**config.mk**
```make
export PLATFORM = sky130hd
export DESIGN_NAME = uart_htx
export DESIGN_NICKNAME = d
export VERILOG_FILES = /design/src/rtl/uart_htx_pkg.sv /design/src/rtl/htx_timebase.sv /design/src/rtl/htx_holding.sv /design/src/rtl/htx_shifter.sv /design/src/rtl/uart_htx.sv
export SDC_FILE = /design/constraint.sdc
export NUM_CORES = 1
export LEC_CHECK = 0
export BUFFER_PORTS_ARGS = -buffer_cell sky130_fd_sc_hd__buf_2
export CAP_MARGIN = 20
export CORE_AREA = 2 2 95 97
export DETAILED_ROUTE_END_ITERATION = 8
export DIE_AREA = 0 0 97 99
export GPL_TIMING_DRIVEN = 0
export PLACE_DENSITY_LB_ADDON = 0.12
export SYNTH_ARGS = -nofsm -noshare
export SYNTH_HDL_FRONTEND = slang
export SYNTH_SLANG_ARGS = --single-unit
```
**constraint.sdc**
```tcl
create_clock -name clk -period 2.5 [get_ports clk]
set_input_delay 0.25 -clock clk [delete_from_list [all_inputs] [get_ports clk]]
set_output_delay 0.25 -clock clk [all_outputs]
set_load 0.05 [all_outputs]
```
**src/rtl/uart_htx_pkg.sv**
```systemverilog
package uart_htx_pkg;

    localparam int unsigned DATA_MAX = 9;
    localparam int unsigned TAIL_MAX = DATA_MAX + 1 + 2;
    localparam int unsigned CNT_W    = $clog2(TAIL_MAX + 1);

    typedef struct packed {
        logic nine;
        logic par_en;
        logic par_odd;
        logic two_stop;
    } frame_cfg_t;

    typedef enum logic {
        SH_IDLE = 1'b0,
        SH_RUN  = 1'b1
    } sh_state_t;

    function automatic logic calc_parity(input logic [DATA_MAX-1:0] d, input frame_cfg_t c);
        logic ones;
        ones = (^d[7:0]) ^ (c.nine & d[8]);
        return ones ^ c.par_odd;
    endfunction

    // Bits that follow the start bit, LSB first, padded with stop level.
    function automatic logic [TAIL_MAX-1:0] build_tail(input logic [DATA_MAX-1:0] d, input frame_cfg_t c);
        logic [TAIL_MAX-1:0] v;
        int idx;
        v      = '1;
        v[7:0] = d[7:0];
        idx    = 8;
        if (c.nine) begin
            v[8] = d[8];
            idx  = 9;
        end
        if (c.par_en) begin
            v[idx] = calc_parity(d, c);
        end
        return v;
    endfunction

    function automatic logic [CNT_W-1:0] tail_len(input frame_cfg_t c);
        int n;
        n = 9;
        if (c.nine)     n = n + 1;
        if (c.par_en)   n = n + 1;
        if (c.two_stop) n = n + 1;
        return CNT_W'(n);
    endfunction

endpackage

```
**src/rtl/htx_timebase.sv**
```systemverilog
module htx_timebase #(
    parameter int unsigned RELOAD_W = 16
) (
    input  logic                clk,
    input  logic                rst,
    input  logic [RELOAD_W-1:0] reload,
    output logic                tick
);
    logic [RELOAD_W-1:0] cnt_q;

    assign tick = (cnt_q >= reload);

    always_ff @(posedge clk) begin
        if (rst) begin
            cnt_q <= '0;
        end else if (tick) begin
            cnt_q <= '0;
        end else begin
            cnt_q <= cnt_q + 1'b1;
        end
    end
endmodule

```
**src/rtl/htx_holding.sv**
```systemverilog
module htx_holding
    import uart_htx_pkg::*;
(
    input  logic                clk,
    input  logic                rst,
    input  logic                wr_en,
    input  logic [DATA_MAX-1:0] wr_data,
    input  logic                take,
    output logic                full,
    output logic [DATA_MAX-1:0] data
);
    logic                accept;
    logic                full_q;
    logic [DATA_MAX-1:0] data_q;

    assign accept = wr_en & ~full_q;
    assign full   = full_q;
    assign data   = data_q;

    always_ff @(posedge clk) begin
        if (rst) begin
            full_q <= 1'b0;
            data_q <= '0;
        end else begin
            if (take) begin
                full_q <= 1'b0;
            end
            if (accept) begin
                full_q <= 1'b1;
                data_q <= wr_data;
            end
        end
    end
endmodule

```
**src/rtl/htx_shifter.sv**
```systemverilog
module htx_shifter
    import uart_htx_pkg::*;
(
    input  logic                clk,
    input  logic                rst,
    input  logic                tick,
    input  frame_cfg_t          cfg,
    input  logic                hold_full,
    input  logic [DATA_MAX-1:0] hold_data,
    output logic                take,
    output logic                txd,
    output logic                busy,
    output logic                done
);
    sh_state_t           state_q;
    logic                skip_q;
    logic [TAIL_MAX-1:0] tail_q;
    logic [CNT_W-1:0]    left_q;
    logic                txd_q;
    logic                done_q;
    logic                active_tick;
    logic                frame_end;
    logic                start;

    assign active_tick = tick & (state_q == SH_RUN) & ~skip_q;
    assign frame_end   = active_tick & (left_q == '0);
    assign start       = tick & hold_full & ((state_q == SH_IDLE) | frame_end);

    assign take = start;
    assign txd  = txd_q;
    assign busy = (state_q == SH_RUN);
    assign done = done_q & ~hold_full;

    always_ff @(posedge clk) begin
        if (rst) begin
            state_q <= SH_IDLE;
            skip_q  <= 1'b0;
            tail_q  <= '1;
            left_q  <= '0;
            txd_q   <= 1'b1;
            done_q  <= 1'b1;
        end else if (start) begin
            state_q <= SH_RUN;
            skip_q  <= 1'b1;
            tail_q  <= build_tail(hold_data, cfg);
            left_q  <= tail_len(cfg);
            txd_q   <= 1'b0;
            done_q  <= 1'b0;
        end else if (frame_end) begin
            state_q <= SH_IDLE;
            skip_q  <= 1'b0;
            txd_q   <= 1'b1;
            done_q  <= 1'b1;
        end else if (tick && state_q == SH_RUN) begin
            if (skip_q) begin
                skip_q <= 1'b0;
            end else begin
                txd_q  <= tail_q[0];
                tail_q <= {1'b1, tail_q[TAIL_MAX-1:1]};
                left_q <= left_q - 1'b1;
                skip_q <= 1'b1;
            end
        end
    end
endmodule

```
**src/rtl/uart_htx.sv**
```systemverilog
module uart_htx
    import uart_htx_pkg::*;
#(
    parameter int unsigned RELOAD_W = 16
) (
    input  logic                clk,
    input  logic                rst,
    input  logic [RELOAD_W-1:0] half_reload,
    input  logic                cfg_nine,
    input  logic                cfg_par_en,
    input  logic                cfg_par_odd,
    input  logic                cfg_two_stop,
    input  logic                wr_en,
    input  logic [8:0]          wr_data,
    output logic                half_tick,
    output logic                txd,
    output logic                tx_empty,
    output logic                tx_done
);
    frame_cfg_t          cfg;
    logic                hold_full;
    logic [DATA_MAX-1:0] hold_data;
    logic                sh_take;
    logic                sh_busy;

    assign cfg = '{nine: cfg_nine, par_en: cfg_par_en, par_odd: cfg_par_odd, two_stop: cfg_two_stop};
    assign tx_empty = ~hold_full;

    htx_timebase #(.RELOAD_W(RELOAD_W)) i_tb (
        .clk    (clk),
        .rst    (rst),
        .reload (half_reload),
        .tick   (half_tick)
    );

    htx_holding i_hold (
        .clk     (clk),
        .rst     (rst),
        .wr_en   (wr_en),
        .wr_data (wr_data),
        .take    (sh_take),
        .full    (hold_full),
        .data    (hold_data)
    );

    htx_shifter i_shift (
        .clk       (clk),
        .rst       (rst),
        .tick      (half_tick),
        .cfg       (cfg),
        .hold_full (hold_full),
        .hold_data (hold_data),
        .take      (sh_take),
        .txd       (txd),
        .busy      (sh_busy),
        .done      (tx_done)
    );
endmodule

```
==> metrics.yaml, run 1 <==
die_area_um2: 9600
holdWs_ns: 0.182
clk_latency_ns: 0.30
ys.warnings.count: 0
routed_via_density: 4.70
start_util: 0.292
dp_cells: 445
syn_inst: 302
drtPass1Iterations: 4
finalNonFillerCells: 464
final_nets: 408
drtIter0Drc: 54
layout_min_cycle_time_ns: 2.45
rsz0062_at_grt: "true"
synth_area_leaders: "dfxtp_1 (35%), ha_1 (11%), nor2_1 (6.2%)"
drc: 0
powerDensity_nw_per_um2: 460
maxCapViolCount: 0
critPathCaptureType: "output pin"
root_buffer: "clkbuf_8"
min_path_cells: 3
cellLeakagePower_nw: 1.33
synth_cell_types: 45
synthAdderAreaFrac: 0.105
worstPathMaxFanout: 5
r2r_start: "i_tb.cnt_q[0]"
setup_violations: 0
wl_per_cell_um: 12.3
dp_slack_ns: -0.330
grtUsageTotal: 0.118
slowest_delay_ns: 0.35
ant_nets: 0
grt_pass1_wl_um: 9250
drive_gt1_frac: 0.219
core-area_um2: 8550
fp-row-count: 34
r2r_slack_ns: 0.11
placed_cell_area_um2: 2810
clockBufferDepth: 2
worstSetupPathType: "flop to output pin"
cts-hold-fix-buffers: 0
antenna_found_initial: 0
path_common_cell: "a2111oi_4"
grt_max_degree: 13
synth_top_family_by_area: "simple AND/OR/NAND/NOR gates"
path_clk_slew_ns: 0.08
skew_ns: 0.00350
status: "complete, no violations"
syn_nets: 355
tritoncts: "done"
tightest_slew_ns: 0.617
synth_xor_area_frac: 0.0843
fp.dieH_um: 99
hp-start: "wr_data[7]"
setup_tns_ns: 0
ios: 36
grt_pass1_vias: 1966
cts_made_buffers: 5
grt_overflow: 0
yosysTopAreaCellShare: 0.353
reg2reg_to: "i_shift.tail_q[0]"
hold-path-endpoint: "i_hold.data[7]"
vias: 2182
ir_drop_v: 0.000180
avgSynthCellArea_um2: 8.26
drv_slew: 0
cp.required_ns: 2.25
syn2layout_area_growth_pct: 23.7
die_w_um: 97
final_cell_mix: "nor2_1 (40), dfxtp_1 (40), buf_2 (35)"
h-tree-depth: 2
wl_um: 5730
syn_area_um2: 2490
cts.sinks: 44
period_share: 0.978
max_freq_mhz: 409
finalHoldViolations: 0
finalWorstSetupSlack_ns: 0.0540
yosysSeqAreaShare: 0.353
synthMuxAreaShare: 0.00401
hold_path.class: "primary input to flop"
async_flop_share: 0
synth-main-ff-cell: "dfxtp_1"
cp-start-kind: "flop"
arrival_ns: 2.20
diodes: 0
r2r_cells: 11
synth_edf_count: 0
dp_hpwl_um: 4100
port_buffers: 35
synth_compound_area_frac: 0.170
gp_routability_congestion: 0.730
ys_ff_latch: 44
synth_largest_area_cell: "dfxtp_1"
slew_headroom: 0.589
path_cells: "inv_2 > ha_4 > nand2b_4 > a2111oi_4 > o21ai_2 > a2111oi_4 > buf_6 > inv_8 > buf_8"
synth-simple-area-share: 0.221
critPathSlowestCell: "a2111oi_4"
design_area_um2: 3090
-- synth_stat cells (3+ instances only) --
library cell	number
nor3_1	7
inv_1	23
o21ai_0	8
xor2_1	13
dfxtp_1	44
nor4_1	9
nand2_1	30
ha_1	21
nor2b_1	3
nand3_1	13
xnor2_1	11
a21o_1	3
buf_2	3
a211o_1	10
buf_6	3
a21oi_1	22
clkbuf_1	4
nand4_1	3
nor2_1	41
-- critical path: cells and delay by family, from the launching register on --
| family | cells | cell delay, ns |
|---|---|---|
| AND/OR/NAND/NOR | 1 | 0.14 |
| flip-flops | 1 | 0.34 |
| adder cells (fa/ha/maj) | 1 | 0.22 |
| buffers and inverters | 4 | 0.40 |
| AO/OA/AOI/OAI | 3 | 0.80 |
-- power breakdown --
part / switching (W) / internal, W
clock network: 0.000251 / 0.000226
registers: 0.0000148 / 0.000713
logic: 0.000117 / 0.0000967
-- metal layers --
layer	GRT usage	vias to the layer above	wire length, µm
met2	0.196	45	2600
met5	0	-	0
met3	0.0291	6	246
met4	0.0325	0	65
li1	-	1145	-
met1	0.152	986	2820
-- stage by stage --
step | total power (W) | utilization
floorplan | 0.000887 | -
finish | 0.00142 | 0.361
global route | 0.00149 | 0.361
detailed placement | 0.000951 | 0.328
CTS | 0.00143 | 0.345
global placement | 0.000951 | 0.328
-- timing repair --
| action | in CTS | in global routing |
|---|---|---|
| gates resized for setup | 10 | 22 |
| endpoints found under the hold margin | 0 | 0 |
| buffers inserted | 3 | 8 |
| pin swaps | 4 | 8 |
| endpoints found under the setup margin | 36 | 35 |
| cloned | 0 | 0 |
-- sequential cells by signal (all words and copies together), names as in the netlist --
name            cells
i_shift.left_q      4
i_hold.data         9
i_shift.txd         1
i_shift.busy        1
i_shift.tail_q     10
i_shift.done_q      1
i_tb.cnt_q         16
i_hold.full         1
i_shift.skip_q      1
-- cell type report --
cell class / count / area, µm²
plain buffers: 11 / 77.6
clock buffers: 8 / 90.1
fillers: 909 / 5470
inverters: 24 / 97.6
multi-input cells: 223 / 1520
flip-flops and latches: 44 / 888
well taps: 108 / 135
repair buffers: 46 / 277
-- cell families (layout without fill, tap and decap cells) --
family                   Yosys count  after routing
XOR/XNOR                          24             24
buffers and inverters             35             89
flip-flops                        44             44
adder cells (fa/ha/maj)           21             21
AO/OA/AOI/OAI                     59             59
AND/OR/NAND/NOR                  118            118
multiplexers                       1              1
-- worst max path at each step --
stage / from / end / cells past startpoint
floorplan: i_tb.cnt_q[0] / i_shift.tail_q[9] / 10
global placement: i_tb.cnt_q[0] / i_shift.tail_q[7] / 9
detailed placement: i_tb.cnt_q[0] / i_shift.tail_q[7] / 9
CTS: i_tb.cnt_q[0] / half_tick / 9
global route: i_tb.cnt_q[0] / half_tick / 9
finish: i_tb.cnt_q[0] / half_tick / 9
No activity file was read; power rests on OpenSTA's default activity.
==> run 2, diff against run 1 <==
--- a/config.mk
+++ b/config.mk
@@ -6,10 +6,9 @@
 export NUM_CORES = 1
 export LEC_CHECK = 0
 export BUFFER_PORTS_ARGS = -buffer_cell sky130_fd_sc_hd__buf_2
-export CAP_MARGIN = 20
-export CORE_AREA = 2 2 95 97
+export CORE_AREA = 2 2 85 107
 export DETAILED_ROUTE_END_ITERATION = 8
-export DIE_AREA = 0 0 97 99
+export DIE_AREA = 0 0 87 109
 export GPL_TIMING_DRIVEN = 0
 export PLACE_DENSITY_LB_ADDON = 0.12
 export SYNTH_ARGS = -nofsm -noshare
==> constraint.sdc (replaced) <==
create_clock -name clk -period 2.5 [get_ports clk]
set_input_delay 0.125 -clock clk [delete_from_list [all_inputs] [get_ports clk]]
set_output_delay 0.125 -clock clk [all_outputs]
set_load 0.05 [all_outputs]
==> run 2 against run 1 <==
  * Sequential cell count is the same
  * Global-route usage rose by 0.62 points
  * First-iteration DRC count is 13% lower
  * Sequential share of layout area is 0.065 points higher
  * Non-clock buffer count down 1
  * Power about the same
  * Hold slack got worse by 0.13 ns
  * Cell area fell by 0.36%
  * Highest routed layer unchanged
  * Fmax grew 1.7%
  * Largest power group unchanged
==> metrics.yaml, run 2 (synthesis gave the netlist of run 1 again) <==
grt_max_degree: 14  # +1
wl_um: 5560  # -3.0%
ir_drop_v: 0.000190  # +5.6%
final_nets: 407  # -0.25%
layout_commonest_cell: "dfxtp_1"
critPathCaptureType: "output pin"
drtIter0Drc: 47  # -13%
vias: 2137  # -2.1%
skew_ns: 0.00949  # +0.00600 ns
grt_pass1_vias: 2008  # +2.1%
tritoncts: "done"
powerDensity_nw_per_um2: 462  # +0.43%
routed_via_density: 4.70  # -0.13%
start_util: 0.293  # +0.00137
clk_latency_ns: 0.30  # about the same
finalWorstSetupSlack_ns: 0.0960  # +0.0420 ns
die_w_um: 87  # -10%
fillers: 936  # +3.0%
power.share.switching: 0.271  # +0.00106
tightest_slew_ns: 0.565  # -0.0515 ns
h-tree-depth: 2  # unchanged
port_buffers: 35  # unchanged
finalHoldViolations: 0  # unchanged
fp.dieH_um: 109  # +10%
antenna_found_initial: 0  # unchanged
arrival_ns: 2.28  # +0.08 ns
syn2layout_area_growth_pct: 23.2
layout_min_cycle_time_ns: 2.40  # -0.0420 ns
p_int_w: 0.00104  # about the same
maxCapViolCount: 0  # unchanged
cp.required_ns: 2.38  # +0.13 ns
drtPass1Iterations: 4  # unchanged
status: "complete, no violations"
grt_overflow: 0  # unchanged
p_sw_w: 0.000385  # +0.46%
p_clk_frac: 0.337  # about the same
worstSetupPathType: "flop to output pin"
fp-row-count: 38  # +12%
critPathSlowestCell: "dfxtp_4"
clockBufferDepth: 2  # unchanged
drive_gt1_frac: 0.223  # +0.00343
largest_register_ff_count: 16  # unchanged
slowest_delay_ns: 0.36  # about the same
pwr-share-seq: 0.512  # about the same
grt_pass1_wl_um: 9330  # +0.89%
root_buffer: "clkbuf_8"
die_area_um2: 9480  # -1.2%
path_cells: "ha_1 > or3_1 > a21oi_2 > nor3_2 > a2111oi_4 > buf_6 > inv_6 > buf_8"
hold_path.class: "primary input to flop"
cp-start-kind: "flop"
holdWs_ns: 0.0510  # -0.131 ns
ant_nets: 0  # unchanged
path_clk_slew_ns: 0.09  # about the same
wl_per_cell_um: 12.2  # -1.1%
core-area_um2: 8510  # -0.47%
cellLeakagePower_nw: 1.31  # -1.5%
diodes: 0  # unchanged
rsz0062_at_grt: "true"
ios: 36  # unchanged
worstPathMaxFanout: 10  # +5
setup_violations: 0  # unchanged
cts-hold-fix-buffers: 0  # unchanged
dp_hpwl_um: 4170  # +1.7%
drc: 0  # unchanged
p_comb_frac: 0.151  # about the same
cts_made_buffers: 5  # unchanged
final_cell_mix: "dfxtp_1 (41), nor2_1 (38), buf_2 (35)"
gp_routability_congestion: 0.753  # +3.1%
top_register: "i_tb.cnt_q"
dp_slack_ns: -0.426  # -0.0959 ns
max_freq_mhz: 416  # +1.7%
power.total_w: 0.00142  # about the same
grtUsageTotal: 0.124  # +0.00618
cts.sinks: 44  # unchanged
period_share: 0.962  # -0.0168
drv_slew: 0  # unchanged
slew_headroom: 0.623  # +0.0344
[run 2: cell types whose count changed in the layout (fill, tap and decap cells not counted), moves of 2 or more]
cell      delta
buf_6        +3
buf_4        -2
clkbuf_2     -2
nor2_1       -2
nor2_2       +2
[run 2: metal layers]
| layer | part of all wire | wire [µm] | track usage |
|---|---|---|---|
| met5 | 0 | 0 | 0 |
| met1 | 0.45 | 2470 | 0.145 |
| met4 | 0.011 | 59 | 0.0301 |
| met3 | 0.030 | 169 | 0.0250 |
| met2 | 0.51 | 2850 | 0.228 |
[run 2: cell type report]
type	count	area, µm²	area share
Buffer	11	80.1	0.0260
Clock inverter	1	7.51	0.00244
Clock buffer	7	86.3	0.0281
Multi-Input combinational cell	223	1520	0.495
Tap cell	100	125	0.0407
Inverter	24	95.1	0.0309
Sequential cell	44	887	0.289
Timing Repair Buffer	45	272	0.0883
[run 2: power by group through the flow]
| stage | logic, W | clock network, W | registers (W) |
|---|---|---|---|
| global placement | 0.000205 | 0 | 0.000746 |
| floorplan | 0.000145 | 0 | 0.000742 |
| detailed placement | 0.000205 | 0 | 0.000746 |
| CTS | 0.000211 | 0.000496 | 0.000729 |
| global route | 0.000244 | 0.000528 | 0.000731 |
| finish | 0.000215 | 0.000478 | 0.000728 |
[run 2: path summary, 6_finish.rpt]
kind | endpoint | depth (start not counted) | slack, ns | start
hold reg to reg | i_shift.tail_q[2] | 1 | 0.47 | i_shift.tail_q[2]
setup reg to reg | i_shift.left_q[2] | 11 | 0.1 | i_tb.cnt_q[5]
hold / removal | i_hold.data[4] | 3 | 0.05 | wr_data[4]
setup / recovery | half_tick | 8 | 0.1 | i_tb.cnt_q[5]
[run 2: worst max-delay path, delay by kind of cell, from the launching register on]
family / cells / cell delay [ns]
adder cells (fa/ha/maj): 1 / 0.26
buffers and inverters: 3 / 0.40
flip-flops: 1 / 0.36
AO/OA/AOI/OAI: 2 / 0.52
AND/OR/NAND/NOR: 2 / 0.43
[run 2: per-stage QoR]
step / util / setup TNS, ns / instance area [µm²] / cells
final: 0.361 / 0 / 3070 / 455
after global routing: 0.361 / -0.126 / 3070 / 455
after CTS: 0.345 / 0 / 2940 / 449
after detailed placement: 0.329 / -11.48 / 2800 / 437
after global placement: 0.329 / -10.90 / 2800 / 437
after floorplan: - / 0 / 2500 / 302
[run 2: repair_timing]
item,4_1_cts,5_1_grt
gates resized for setup,6,26
pin swaps,3,15
endpoints found under the setup margin,36,24
setup buffers,4,6
